--- src/rtl/pport_pkg.sv ---
package pport_pkg;
  localparam int PORT_W = 8;
  localparam int ADDR_W = 2;

  typedef enum logic [ADDR_W-1:0] {
    SEL_A    = 2'b00,
    SEL_B    = 2'b01,
    SEL_C    = 2'b10,
    SEL_CTRL = 2'b11
  } sel_e;

  // bit layout follows the command word
  typedef struct packed {
    logic       is_cfg;
    logic [1:0] a_mode;
    logic       a_in;
    logic       cu_in;
    logic       b_mode;
    logic       b_in;
    logic       cl_in;
  } cfg_t;

  localparam cfg_t CFG_RST = 8'h9B;
endpackage

--- src/rtl/pport_sync.sv ---
module pport_sync
  import pport_pkg::*;
#(
  parameter int STAGES = 2
) (
  input  logic              clk_i,
  input  logic              rst_ni,
  input  logic              cs_ni,
  input  logic              wr_ni,
  input  logic [ADDR_W-1:0] addr_i,
  input  logic [PORT_W-1:0] data_i,
  output logic              fire_o,
  output logic [ADDR_W-1:0] addr_o,
  output logic [PORT_W-1:0] data_o
);
  localparam int BW = 2 + ADDR_W + PORT_W;
  localparam logic [BW-1:0] IDLE = {2'b11, {(ADDR_W+PORT_W){1'b0}}};

  logic [BW-1:0] stage_q [STAGES];
  logic [BW-1:0] last_q;

  for (genvar i = 0; i < STAGES; i++) begin : g_stage
    if (i == 0) begin : g_first
      always_ff @(posedge clk_i or negedge rst_ni)
        if (!rst_ni) stage_q[i] <= IDLE;
        else         stage_q[i] <= {cs_ni, wr_ni, addr_i, data_i};
    end else begin : g_next
      always_ff @(posedge clk_i or negedge rst_ni)
        if (!rst_ni) stage_q[i] <= IDLE;
        else         stage_q[i] <= stage_q[i-1];
    end
  end

  always_ff @(posedge clk_i or negedge rst_ni)
    if (!rst_ni) last_q <= IDLE;
    else         last_q <= stage_q[STAGES-1];

  logic cur_wr_n, last_wr_n, last_cs_n;
  assign cur_wr_n  = stage_q[STAGES-1][BW-2];
  assign last_cs_n = last_q[BW-1];
  assign last_wr_n = last_q[BW-2];

  // rising strobe; address and data taken from the last low-strobe sample
  assign fire_o = cur_wr_n & ~last_wr_n & ~last_cs_n;
  assign addr_o = last_q[PORT_W +: ADDR_W];
  assign data_o = last_q[PORT_W-1:0];
endmodule

--- src/rtl/pport_regs.sv ---
module pport_regs
  import pport_pkg::*;
(
  input  logic              clk_i,
  input  logic              rst_ni,
  input  logic              fire_i,
  input  logic [ADDR_W-1:0] addr_i,
  input  logic [PORT_W-1:0] data_i,
  output cfg_t              cfg_o,
  output logic [PORT_W-1:0] pa_q_o,
  output logic [PORT_W-1:0] pb_q_o,
  output logic [PORT_W-1:0] pc_q_o
);
  localparam int PIN_W = $clog2(PORT_W);

  sel_e sel;
  logic cmd_cfg, cmd_bit;
  logic [PIN_W-1:0] pin_sel;

  assign sel     = sel_e'(addr_i);
  assign cmd_cfg = fire_i && sel == SEL_CTRL &&  data_i[PORT_W-1];
  assign cmd_bit = fire_i && sel == SEL_CTRL && !data_i[PORT_W-1];
  assign pin_sel = data_i[PIN_W:1];

  always_ff @(posedge clk_i or negedge rst_ni)
    if (!rst_ni)      cfg_o <= CFG_RST;
    else if (cmd_cfg) cfg_o <= cfg_t'(data_i);

  always_ff @(posedge clk_i or negedge rst_ni)
    if (!rst_ni) begin
      pa_q_o <= '0;
      pb_q_o <= '0;
    end else if (cmd_cfg) begin
      pa_q_o <= '0;
      pb_q_o <= '0;
    end else if (fire_i) begin
      if (sel == SEL_A) pa_q_o <= data_i;
      if (sel == SEL_B) pb_q_o <= data_i;
    end

  always_ff @(posedge clk_i or negedge rst_ni)
    if (!rst_ni)                        pc_q_o <= '0;
    else if (cmd_cfg)                   pc_q_o <= '0;
    else if (cmd_bit)                   pc_q_o[pin_sel] <= data_i[0];
    else if (fire_i && sel == SEL_C)    pc_q_o <= data_i;
endmodule

--- src/rtl/pport_rdmux.sv ---
module pport_rdmux
  import pport_pkg::*;
(
  input  logic              cs_ni,
  input  logic              rd_ni,
  input  logic [ADDR_W-1:0] addr_i,
  input  cfg_t              cfg_i,
  input  logic [PORT_W-1:0] pa_q_i,
  input  logic [PORT_W-1:0] pb_q_i,
  input  logic [PORT_W-1:0] pc_q_i,
  input  logic [PORT_W-1:0] pa_i,
  input  logic [PORT_W-1:0] pb_i,
  input  logic [PORT_W-1:0] pc_i,
  output logic [PORT_W-1:0] data_o,
  output logic              data_oe_o
);
  localparam int HALF = PORT_W / 2;

  logic [PORT_W-1:0] pa_rd, pb_rd, pc_rd;
  logic [1:0]        pc_half_in;

  assign pc_half_in = {cfg_i.cu_in, cfg_i.cl_in};
  assign pa_rd = cfg_i.a_in ? pa_i : pa_q_i;
  assign pb_rd = cfg_i.b_in ? pb_i : pb_q_i;

  for (genvar h = 0; h < 2; h++) begin : g_half
    assign pc_rd[h*HALF +: HALF] = pc_half_in[h] ? pc_i[h*HALF +: HALF]
                                                 : pc_q_i[h*HALF +: HALF];
  end

  always_comb begin
    unique case (sel_e'(addr_i))
      SEL_A:    data_o = pa_rd;
      SEL_B:    data_o = pb_rd;
      SEL_C:    data_o = pc_rd;
      default:  data_o = cfg_i;
    endcase
  end

  assign data_oe_o = ~cs_ni & ~rd_ni;
endmodule

--- src/rtl/pport_ctrl.sv ---
module pport_ctrl
  import pport_pkg::*;
#(
  parameter int SYNC_STAGES = 2
) (
  input  logic              clk_i,
  input  logic              rst_ni,
  input  logic              cs_ni,
  input  logic              rd_ni,
  input  logic              wr_ni,
  input  logic [ADDR_W-1:0] addr_i,
  input  logic [PORT_W-1:0] data_i,
  output logic [PORT_W-1:0] data_o,
  output logic              data_oe_o,
  input  logic [PORT_W-1:0] pa_i,
  output logic [PORT_W-1:0] pa_o,
  output logic              pa_oe_o,
  input  logic [PORT_W-1:0] pb_i,
  output logic [PORT_W-1:0] pb_o,
  output logic              pb_oe_o,
  input  logic [PORT_W-1:0] pc_i,
  output logic [PORT_W-1:0] pc_o,
  output logic [PORT_W-1:0] pc_oe_o
);
  localparam int HALF = PORT_W / 2;

  logic              wr_fire;
  logic [ADDR_W-1:0] wr_addr;
  logic [PORT_W-1:0] wr_data;
  cfg_t              cfg;

  pport_sync #(.STAGES(SYNC_STAGES)) u_sync (
    .clk_i  (clk_i),
    .rst_ni (rst_ni),
    .cs_ni  (cs_ni),
    .wr_ni  (wr_ni),
    .addr_i (addr_i),
    .data_i (data_i),
    .fire_o (wr_fire),
    .addr_o (wr_addr),
    .data_o (wr_data)
  );

  pport_regs u_regs (
    .clk_i  (clk_i),
    .rst_ni (rst_ni),
    .fire_i (wr_fire),
    .addr_i (wr_addr),
    .data_i (wr_data),
    .cfg_o  (cfg),
    .pa_q_o (pa_o),
    .pb_q_o (pb_o),
    .pc_q_o (pc_o)
  );

  pport_rdmux u_rdmux (
    .cs_ni     (cs_ni),
    .rd_ni     (rd_ni),
    .addr_i    (addr_i),
    .cfg_i     (cfg),
    .pa_q_i    (pa_o),
    .pb_q_i    (pb_o),
    .pc_q_i    (pc_o),
    .pa_i      (pa_i),
    .pb_i      (pb_i),
    .pc_i      (pc_i),
    .data_o    (data_o),
    .data_oe_o (data_oe_o)
  );

  assign pa_oe_o = ~cfg.a_in;
  assign pb_oe_o = ~cfg.b_in;
  assign pc_oe_o = {{HALF{~cfg.cu_in}}, {HALF{~cfg.cl_in}}};
endmodule

--- config.mk ---
export PLATFORM = sky130hd
export DESIGN_NAME = pport_ctrl
export DESIGN_NICKNAME = d
export VERILOG_FILES = /design/src/rtl/pport_pkg.sv /design/src/rtl/pport_sync.sv /design/src/rtl/pport_regs.sv /design/src/rtl/pport_rdmux.sv /design/src/rtl/pport_ctrl.sv
export SDC_FILE = /design/constraint.sdc
export NUM_CORES = 1
export LEC_CHECK = 0
export ABC_CLOCK_PERIOD_IN_PS = 1700
export BUFFER_PORTS_ARGS = -buffer_cell sky130_fd_sc_hd__buf_2
export CAP_MARGIN = 20
export CELL_PAD_IN_SITES_DETAIL_PLACEMENT = 0
export CELL_PAD_IN_SITES_GLOBAL_PLACEMENT = 1
export CORE_MARGIN = 1
export CORE_UTILIZATION = 43
export CTS_BUF_LIST = sky130_fd_sc_hd__clkbuf_4
export DETAILED_ROUTE_END_ITERATION = 12
export HOLD_SLACK_MARGIN = 0.05
export PLACE_DENSITY = 0.86
export SYNTH_ARGS = -nofsm -noshare
export SYNTH_HDL_FRONTEND = slang
export SYNTH_SLANG_ARGS = --single-unit
--- constraint.sdc ---
create_clock -name clk_i -period 1.7 [get_ports clk_i]
set_input_delay 0.085 -clock clk_i [delete_from_list [all_inputs] [get_ports clk_i]]
set_output_delay 0.085 -clock clk_i [all_outputs]
set_load 0.1 [all_outputs]
==> impl_metrics.tcl, run 1 <==
set metrics [dict create \
    status "finished, violations left" \
    violations "negative setup slack" \
    synthCells 250 \
    start_kind "flip-flop" \
    reg2reg_slack_ns 0.11 \
    grt_max_degree 69 \
    first_pass_iters 4 \
    final_nets 382 \
    drc 0 \
    yosysSeqAreaShare_pct 54.6 \
    dieArea_mm2 0.00766 \
    grt_usage_pct 20.4 \
    clockRootBuffer "clkbuf_4" \
    ant_nets 0 \
    worstReg2RegEnd "u_regs.cfg_o[5]" \
    clock_path_buffers 2 \
    synth_adder_area_share_pct 0 \
    ioPinCount 82 \
    grt_pass1_wl_um 11500 \
    htreeDepth 3 \
    final_layout_size_suffix_gt1_share_pct 50.6 \
    ys_types 44 \
    max_freq_mhz 464 \
    end_kind "output port" \
    antenna_found_initial 0 \
    post-cts-setup-buffers 0 \
    start_util_pct 45.3 \
    path_class "reg2out" \
    ys_ff_latch 68 \
    total_power_w 0.00548 \
    setup_viol 8 \
    worst_pin_slew_ns 0.497 \
    synth_compound_area_share_pct 10.1 \
    endpoint "data_o[5]" \
    p_per_area_mw_per_mm2 1350 \
    clkTransAtPathRegs_ns 0.12 \
    clock_latency_ns 0.40 \
    rsz0062_at_grt "true" \
    row_count 30 \
    post-route-util_pct 58.4 \
    synth_top_family_by_area "multiplexers" \
    postLayoutCellArea_mm2 0.00405 \
    synth_area_mm2 0.00314 \
    cts_buffers 9 \
    drt-initial-drc-count 164 \
    instances_no_fill 444 \
    fp.dieH_um 87.5 \
    coreArea_mm2 0.00694 \
    required_ns 1.62 \
    hold_slack_ns 0.205 \
    slew_headroom_pct 66.9 \
    cts.sinks 68 \
    finalHoldViolCount 0 \
    synth-xor-area-share_pct 0 \
    skew_ns 0.0148 \
    synth_mux_area_share_pct 17.3 \
    fin_crit_ns 2.15 \
    port-buffer-count 81 \
    cts_tree "yes" \
    r2r_cells 3 \
    setup.worst_path.start "u_regs.cfg_o[4]" \
    synth_area_per_cell_um2 12.6 \
    setup_ws_ns -0.454 \
    p_leak_nw 1.82 \
    postPlaceCellArea_mm2 0.00374 \
    finalMaxSlewViolations 0 \
    syn_to_final_growth_pct 28.9 \
    syn-num-nets 289 \
    die_w_um 87.5 \
    final.period_utilization_pct 127 \
    crit_arrival_ns 2.07 \
    path_max_fanout 8 \
    hold_path.class "in2async" \
    rr_startpoint "u_sync.cur_wr_n" \
    totalWireLength_um 7150 \
    ys_warn_count 0 \
    hpwlAfterDp_um 5120 \
    cap_violations 0 \
    num_vias 2296 \
    grt_overflow 0 \
    dp.cells 415 \
    avgRoutedWirePerCell_um 16.1 \
    n_antenna_cell 0 \
    vdd_drop_max_mv 0.551 \
    yosys.area_share.simple_pct 11.3 \
    gp_congestion 0.826 \
    grt_pass1_vias 2325 \
    vias_per_cell 5.17 \
]
power by group:
part | internal, W | switching [W]
Combinational | 0.000612 | 0.00182
Clock | 0.000440 | 0.000555
Sequential | 0.00184 | 0.000201
metal layers:
metal | share of wire (%) | global-route usage, % | vias up
li1 | - | - | 1071
met1 | 44 | 25.2 | 1121
met2 | 49 | 34.3 | 87
met3 | 4.0 | 3.70 | 17
met4 | 2.8 | 10.4 | 0
met5 | 0 | 0 | -
kinds of logic (layout without fill, tap and decap cells):
logic type	after synthesis	after routing
buf+inv	43	141
mux	42	42
simple gates	49	49
flops	68	68
compound gates	48	48
flip-flops by register name (all words and copies together), names as in the netlist:
register,cells
u_sync.stage_q,23
u_regs.cfg_o,8
u_regs.pb_q_o,8
u_regs.pc_q_o,8
u_regs.pa_q_o,8
u_sync.cur_wr_n,1
u_sync.last_q,12
worst max-delay path, cell delays in order (launching register included):
cell and delay (ns):
dfstp_2 0.68, mux2_4 0.32, mux4_2 0.47, buf_6 0.20
through the flow:
stage	worst slack, ns	TNS, ns
after detailed placement	-0.105	-0.648
after floorplan	-0.0943	-0.425
after global routing	-0.520	-3.95
after global placement	-0.0853	-0.519
final	-0.454	-3.41
after CTS	-0.467	-3.59
cells in the mapped netlist, drive strengths merged:
| master | count | share of area [%] |
|---|---|---|
| and3b | 1 | 0.28 |
| o21ai | 25 | 4.0 |
| nand2 | 9 | 1.1 |
| o31ai | 1 | 0.24 |
| o211ai | 2 | 0.48 |
| inv | 17 | 2.0 |
| a21oi | 4 | 0.76 |
| dfrtp | 57 | 45 |
| o2bb2ai | 10 | 2.8 |
| nand4 | 1 | 0.20 |
| nor3b | 5 | 1.6 |
| nor2 | 3 | 0.36 |
| and3 | 2 | 0.40 |
| and4bb | 1 | 0.40 |
| mux2i | 14 | 4.5 |
| o21a | 2 | 0.48 |
| a32o | 1 | 0.32 |
| mux4 | 6 | 4.3 |
| o311ai | 1 | 0.28 |
| mux2 | 22 | 8.6 |
| nor2b | 1 | 0.20 |
| nand4bb | 1 | 0.36 |
| clkbuf | 6 | 0.72 |
| dfstp | 11 | 9.2 |
| or3b | 1 | 0.28 |
| nand2b | 5 | 0.99 |
| nand3 | 4 | 1.0 |
| a221oi | 1 | 0.48 |
| o32ai | 1 | 0.28 |
| nand4b | 9 | 2.5 |
| nor4 | 1 | 0.20 |
| buf | 20 | 4.0 |
| nor4b | 2 | 0.76 |
| nand3b | 3 | 0.72 |
layout make-up:
cell class	instances	area, µm²
fillers	575	2890
flip-flops and latches	68	1750
multi-input cells	139	1270
repair buffers	108	718
well taps	96	120
clock buffers	9	67.6
clock inverters	7	67.6
inverters	17	63.8
what timing repair did:
action / 4_1_cts / 5_1_grt
hold endpoints to repair: 80 / 0
setup endpoints to repair: 9 / 9
resized for setup: 15 / 1
hold buffers: 13 / 0
pin swaps: 0 / 0
placed cells by master, fill, tap and decap left out, types with 5 or more instances in the layout:
cell type	Yosys	final
nand4b_1	9	9
inv_1	17	17
nand2_1	9	9
mux2_4	6	16
buf_6	1	8
mux2i_1	14	14
clkbuf_4	0	9
dfstp_2	11	11
buf_4	8	13
buf_2	10	72
dlygate4sd3_1	0	13
o2bb2ai_1	10	10
mux4_2	6	6
o21ai_1	13	12
nand2b_1	5	5
dfrtp_2	0	21
o21ai_0	12	12
dfrtp_1	57	34
how the worst min path moves through the flow:
| stage | startpoint | end | depth (start not counted) |
|---|---|---|---|
| 3_5_place_dp | rst_ni | u_sync.last_q[4] | 2 |
| 6_report | rst_ni | u_regs.pb_q_o[5] | 3 |
| 3_3_place_gp | rst_ni | u_regs.pb_q_o[5] | 2 |
| 4_1_cts | rst_ni | u_sync.last_q[4] | 3 |
| 5_1_grt | rst_ni | u_regs.pa_q_o[4] | 3 |
| 2_1_floorplan | rst_ni | u_regs.cfg_o[2] | 0 |
Note: power is estimated with default switching activity, not from simulation.
==> run 2, diff against run 1 <==
--- a/config.mk
+++ b/config.mk
@@ -16,6 +16,7 @@
 export DETAILED_ROUTE_END_ITERATION = 12
 export HOLD_SLACK_MARGIN = 0.05
 export PLACE_DENSITY = 0.86
+export RECOVER_POWER = 50
 export SYNTH_ARGS = -nofsm -noshare
 export SYNTH_HDL_FRONTEND = slang
 export SYNTH_SLANG_ARGS = --single-unit
==> run 2 against run 1 <==
  * The flow still finishes with violations (negative setup slack)
  * Register-to-register slack about the same
  * Hold slack improved by 0.11 ns
  * Flip-flop and latch count unchanged
  * Clock skew about the same
  * Cell area decreased by 0.34%
  * Die area unchanged
  * Routed wire length unchanged
  * Via count about the same
  * Critical path depth unchanged
  * Combinational power about the same
  * Worst setup slack improved by 0.0021 ns
  * Largest cell class unchanged
  * Highest routed layer unchanged
==> impl_metrics.tcl, run 2 (same netlist as run 1, synthesis figures left out) <==
set metrics [dict create \
    final.period_utilization_pct 127 \
    finalMaxSlewViolations 0 \
    max_freq_mhz 465 \
    p_leak_nw 1.81 \
    first_pass_iters 4 \
    violations "negative setup slack" \
    dieArea_mm2 0.00766 \
    die_w_um 87.5 \
    clkTransAtPathRegs_ns 0.12 \
    grt_usage_pct 20.4 \
    num_vias 2297 \
    hold_path.class "in2reg" \
    total_power_w 0.00547 \
    gp_congestion 0.826 \
    port-buffer-count 81 \
    grt_pass1_vias 2325 \
    r2r_cells 3 \
    multiInputGateArea_mm2 0.00127 \
    crit_arrival_ns 2.07 \
    path_class "reg2out" \
    cts_tree "yes" \
    top_regs "u_sync.stage_q x23, u_sync.last_q x12" \
    n_antenna_cell 0 \
    cts_buffers 9 \
    coreArea_mm2 0.00694 \
    p_seq_share_pct 37.4 \
    skew_ns 0.0143 \
    htreeDepth 3 \
    start_kind "flip-flop" \
    ant_nets 0 \
    status "finished, violations left" \
    p_per_area_mw_per_mm2 1350 \
    cap_violations 0 \
    setup_ws_ns -0.452 \
    grt_overflow 0 \
    hold_depth 2 \
    row_count 30 \
    antenna_found_initial 0 \
    fin_crit_ns 2.15 \
    finalHoldViolCount 0 \
    nFillCells 578 \
    final_common_cell "buf_2" \
    final_layout_size_suffix_gt1_share_pct 50.3 \
    syn_to_final_growth_pct 28.5 \
    vdd_drop_max_mv 0.551 \
    path_max_fanout 8 \
    clock_latency_ns 0.40 \
    clkPwrFrac_pct 18.2 \
    vias_per_cell 5.17 \
    clockRootBuffer "clkbuf_4" \
    p_int_w 0.00289 \
    ioPinCount 82 \
    clock_path_buffers 2 \
    final_nets 382 \
    p_comb_share_pct 44.4 \
    hpwlAfterDp_um 5120 \
    cts.sinks 68 \
    swShare_pct 47.1 \
    totalWireLength_um 7150 \
    p_switching_w 0.00258 \
    fp.dieH_um 87.5 \
    post-cts-setup-buffers 0 \
    drc 0 \
    avgRoutedWirePerCell_um 16.1 \
    top_register "u_sync.stage_q" \
    ff_latch_area_mm2 0.00175 \
    required_ns 1.62 \
    slew_headroom_pct 40.9 \
    start_util_pct 45.3 \
    pre_cts_slack_ns -0.105 \
    drt-initial-drc-count 159 \
    reg2reg_slack_ns 0.10 \
    final_cell_mix "buf_2, dfrtp_1, dfrtp_2, inv_1, mux2_4" \
    rsz0062_at_grt "true" \
    grt_pass1_wl_um 11500 \
    largest_register_ffs 23 \
    end_kind "output port" \
    worst_pin_slew_ns 0.887 \
    setup_viol 8 \
    grt_max_degree 69 \
]
[run 2: power by group through the flow]
stage          clock, W  combinational [W]  sequential, W
4_1_cts         0.00104            0.00244        0.00204
5_1_grt         0.00112            0.00253        0.00207
3_5_place_dp          0            0.00235        0.00208
2_1_floorplan         0            0.00133        0.00273
6_report       0.000994            0.00243        0.00205
3_3_place_gp          0            0.00233        0.00207
[run 2: final cells by class]
type | instances | area share [%]
flip-flops and latches | 68 | 43.3
multi-input cells | 139 | 31.4
repair buffers | 108 | 17.4
well taps | 96 | 2.97
clock buffers | 9 | 1.67
clock inverters | 7 | 1.67
inverters | 17 | 1.58
[run 2: per-stage QoR]
step	cell area [µm²]	utilization (%)	hold WS, ns	std cells	setup TNS, ns
floorplan	3260	-	-0.211	250	-0.425
global placement	3740	53.8	0.130	415	-0.519
detailed placement	3740	53.8	0.126	415	-0.648
CTS	4050	58.3	0.218	444	-3.59
global route	4040	58.2	0.292	444	-3.95
finish	4040	58.2	0.317	444	-3.40
[run 2: final timing paths]
path / start / to
worst min register to register: u_sync.stage_q[5] / u_sync.last_q[5]
max in group asynchronous: rst_ni / u_regs.pa_q_o[2]
worst max-delay path: u_regs.cfg_o[4] / data_o[5]
min in group asynchronous: rst_ni / u_regs.pb_q_o[5]
worst min-delay path: data_i[4] / u_sync.stage_q[16]
worst max register to register: u_sync.cur_wr_n / u_regs.cfg_o[5]
[run 2: routing by layer]
metal / routed length, µm / part of all wire (%) / up-vias / global-route usage (%)
li1: - / - / 1074 / -
met1: 3130 / 44 / 1120 / 25.2
met2: 3550 / 50 / 84 / 34.3
met3: 273 / 3.8 / 19 / 3.70
met4: 204 / 2.9 / 0 / 10.4
met5: 0 / 0 / - / 0
[run 2: worst max-delay path, cell delays in order, from the launching register on]
cell and delay, ns:
dfstp_2 0.68, mux2_4 0.32, mux4_2 0.47, buf_6 0.20
[run 2: what timing repair did]
action | in CTS | in global routing
hold buffers | 13 | 0
cloned | 0 | 0
resized for setup | 15 | 1
pin swaps | 0 | 0
endpoints found under the hold margin | 80 | 0
endpoints found under the setup margin | 9 | 9
==> run 3, diff against run 2 <==
--- a/config.mk
+++ b/config.mk
@@ -11,12 +11,14 @@
 export CELL_PAD_IN_SITES_DETAIL_PLACEMENT = 0
 export CELL_PAD_IN_SITES_GLOBAL_PLACEMENT = 1
 export CORE_MARGIN = 1
-export CORE_UTILIZATION = 43
-export CTS_BUF_LIST = sky130_fd_sc_hd__clkbuf_4
+export CORE_UTILIZATION = 41
+export CTS_BUF_LIST = sky130_fd_sc_hd__clkbuf_4 sky130_fd_sc_hd__clkbuf_8 sky130_fd_sc_hd__clkbuf_16
 export DETAILED_ROUTE_END_ITERATION = 12
 export HOLD_SLACK_MARGIN = 0.05
-export PLACE_DENSITY = 0.86
+export MAX_ROUTING_LAYER = met4
+export PLACE_DENSITY = 0.83
 export RECOVER_POWER = 50
+export SKIP_LAST_GASP = 1
 export SYNTH_ARGS = -nofsm -noshare
 export SYNTH_HDL_FRONTEND = slang
 export SYNTH_SLANG_ARGS = --single-unit
==> run 3 against run 2 <==
  * The flow still finishes with violations (negative setup slack)
  * Total power is 15% higher
  * Highest routed layer unchanged
  * Clock power is 75% higher
  * Sequential power hardly changed
  * Clock-buffer cell count is 1 higher
  * Die area is 4.8% higher
  * First-iteration DRC count is 42% lower
  * Non-clock buffer count is 3 higher
  * Worst setup slack better by 0.072 ns
==> impl_metrics.tcl, run 3 (same netlist as run 1, synthesis figures left out) <==
set metrics [dict create \
    status "finished, violations left" \
    violations "negative setup slack" \
    dp.cells 418 \
    setup_viol 8 \
    num_vias 2267 \
    grt_pass1_vias 2144 \
    hp-start "addr_i[0]" \
    clkPwrFrac_pct 27.7 \
    top_register "u_sync.stage_q" \
    final_layout_size_suffix_gt1_share_pct 50.7 \
    max_freq_mhz 481 \
    p_comb_share_pct 40.0 \
    hold_path.class "in2reg" \
    final_cell_mix "buf_2, dfrtp_1, dfrtp_2, mux2_4, inv_1" \
    skew_ns 0.00824 \
    slew_headroom_pct 36.7 \
    setup.worst_path.start "u_regs.cfg_o[4]" \
    grt_overflow 0 \
    clkTransAtPathRegs_ns 0.07 \
    p_per_area_mw_per_mm2 1490 \
    start_kind "flip-flop" \
    setup_ws_ns -0.380 \
    finalMaxSlewViolations 0 \
    antenna_found_initial 0 \
    grt_max_degree 69 \
    instances_no_fill 450 \
    syn_to_final_growth_pct 35.0 \
    first_pass_iters 4 \
    required_ns 1.62 \
    grt_pass1_wl_um 10800 \
    p_switching_w 0.00262 \
    vias_per_cell 5.04 \
    drc 0 \
    final_nets 385 \
    final.period_utilization_pct 122 \
    ioPinCount 82 \
    p_leak_nw 1.90 \
    fp.dieH_um 89.6 \
    nFillCells 621 \
    path_class "reg2out" \
    swShare_pct 41.5 \
    drt-initial-drc-count 93 \
    vdd_drop_max_mv 0.643 \
    reg2reg_slack_ns 0.09 \
    die_w_um 89.6 \
    cts.sinks 68 \
    hpwlAfterDp_um 4970 \
    p_int_w 0.00369 \
    largest_register_ffs 23 \
    p_seq_share_pct 32.3 \
    avgRoutedWirePerCell_um 15.8 \
    finalHoldViolCount 0 \
    top_regs "u_sync.stage_q x23, u_sync.last_q x12" \
    worst_pin_slew_ns 0.950 \
    start_util_pct 42.9 \
    coreArea_mm2 0.00733 \
    post-route-util_pct 57.9 \
    cts_buffers 9 \
    row_count 31 \
    clockRootBuffer "clkbuf_8" \
    port-buffer-count 81 \
    pre_cts_slack_ns -0.142 \
    end_kind "output port" \
    grt_usage_pct 19.6 \
    cap_violations 0 \
    rr_startpoint "u_sync.cur_wr_n" \
    ant_nets 0 \
    rsz0062_at_grt "true" \
    final_common_cell "buf_2" \
    clock_latency_ns 0.34 \
    clock_path_buffers 2 \
    htreeDepth 3 \
    dieArea_mm2 0.00802 \
    n_antenna_cell 0 \
    gp_congestion 0.827 \
    crit_arrival_ns 2.00 \
    fin_crit_ns 2.08 \
    cts_tree "yes" \
    path_max_fanout 4 \
    totalWireLength_um 7110 \
]
-- run 3: cell types whose count changed in the layout (fill, tap and decap cells not counted), moves of 2 or more --
| cell | before | now |
|---|---|---|
| mux2_4 | 16 | 18 |
| mux2_2 | 4 | 2 |
| clkbuf_4 | 10 | 2 |
| clkinv_2 | 2 | 0 |
| buf_12 | 1 | 4 |
| bufinv_16 | 1 | 4 |
| clkbuf_8 | 0 | 10 |
-- run 3: power by group through the flow --
stage	registers (W)	clock network, W	logic, W
3_5_place_dp	0.00209	0	0.00234
3_3_place_gp	0.00208	0	0.00233
2_1_floorplan	0.00273	0	0.00133
5_1_grt	0.00207	0.00186	0.00263
4_1_cts	0.00204	0.00179	0.00253
6_report	0.00204	0.00174	0.00252
-- run 3: cell type report --
type | count | area [µm²] | share of cell area [%]
Tap cell | 99 | 124 | 2.92
Multi-Input combinational cell | 139 | 1270 | 30.0
Sequential cell | 68 | 1750 | 41.2
Inverter | 17 | 63.8 | 1.50
Clock buffer | 10 | 138 | 3.24
Timing Repair Buffer | 111 | 761 | 17.9
Clock inverter | 6 | 135 | 3.18
-- run 3: metal layers --
metal	up-vias	wire length [µm]	GRT usage (%)
met3	7	332	3.84
met5	-	0	-
met4	0	110	9.24
met1	1099	3230	25.7
met2	76	3440	29.5
li1	1085	-	-
-- run 3: worst paths after layout --
path	end	cells past startpoint
min in group asynchronous	u_sync.stage_q[12]	3
min reg2reg	u_sync.last_q[8]	0
max reg2reg	u_regs.cfg_o[6]	3
min	u_sync.stage_q[20]	1
max	data_o[2]	4
max in group asynchronous	u_regs.pa_q_o[3]	3
-- run 3: critical path, stage by stage (launching register included) --
cell and delay, ns:
dfstp_2 0.57, buf_6 0.13, mux2_4 0.29, mux4_2 0.49, buf_12 0.19
-- run 3: repair_timing --
item / in CTS / in global routing
gates resized for setup: 23 / 3
hold endpoints to repair: 75 / 0
pin swaps: 1 / 1
hold buffers: 12 / 0
setup endpoints to repair: 8 / 9
buffers inserted: 5 / 1
-- run 3: stage by stage --
| step | TNS (ns) | cell area (µm²) | hold WS (ns) | power [W] |
|---|---|---|---|---|
| after floorplan | -0.425 | 3260 | -0.211 | 0.00406 |
| after global placement | -0.679 | 3740 | 0.125 | 0.00441 |
| after detailed placement | -0.860 | 3740 | 0.129 | 0.00443 |
| after CTS | -2.78 | 4250 | 0.0692 | 0.00636 |
| after global routing | -3.19 | 4240 | 0.355 | 0.00656 |
| final | -2.76 | 4240 | 0.338 | 0.00630 |
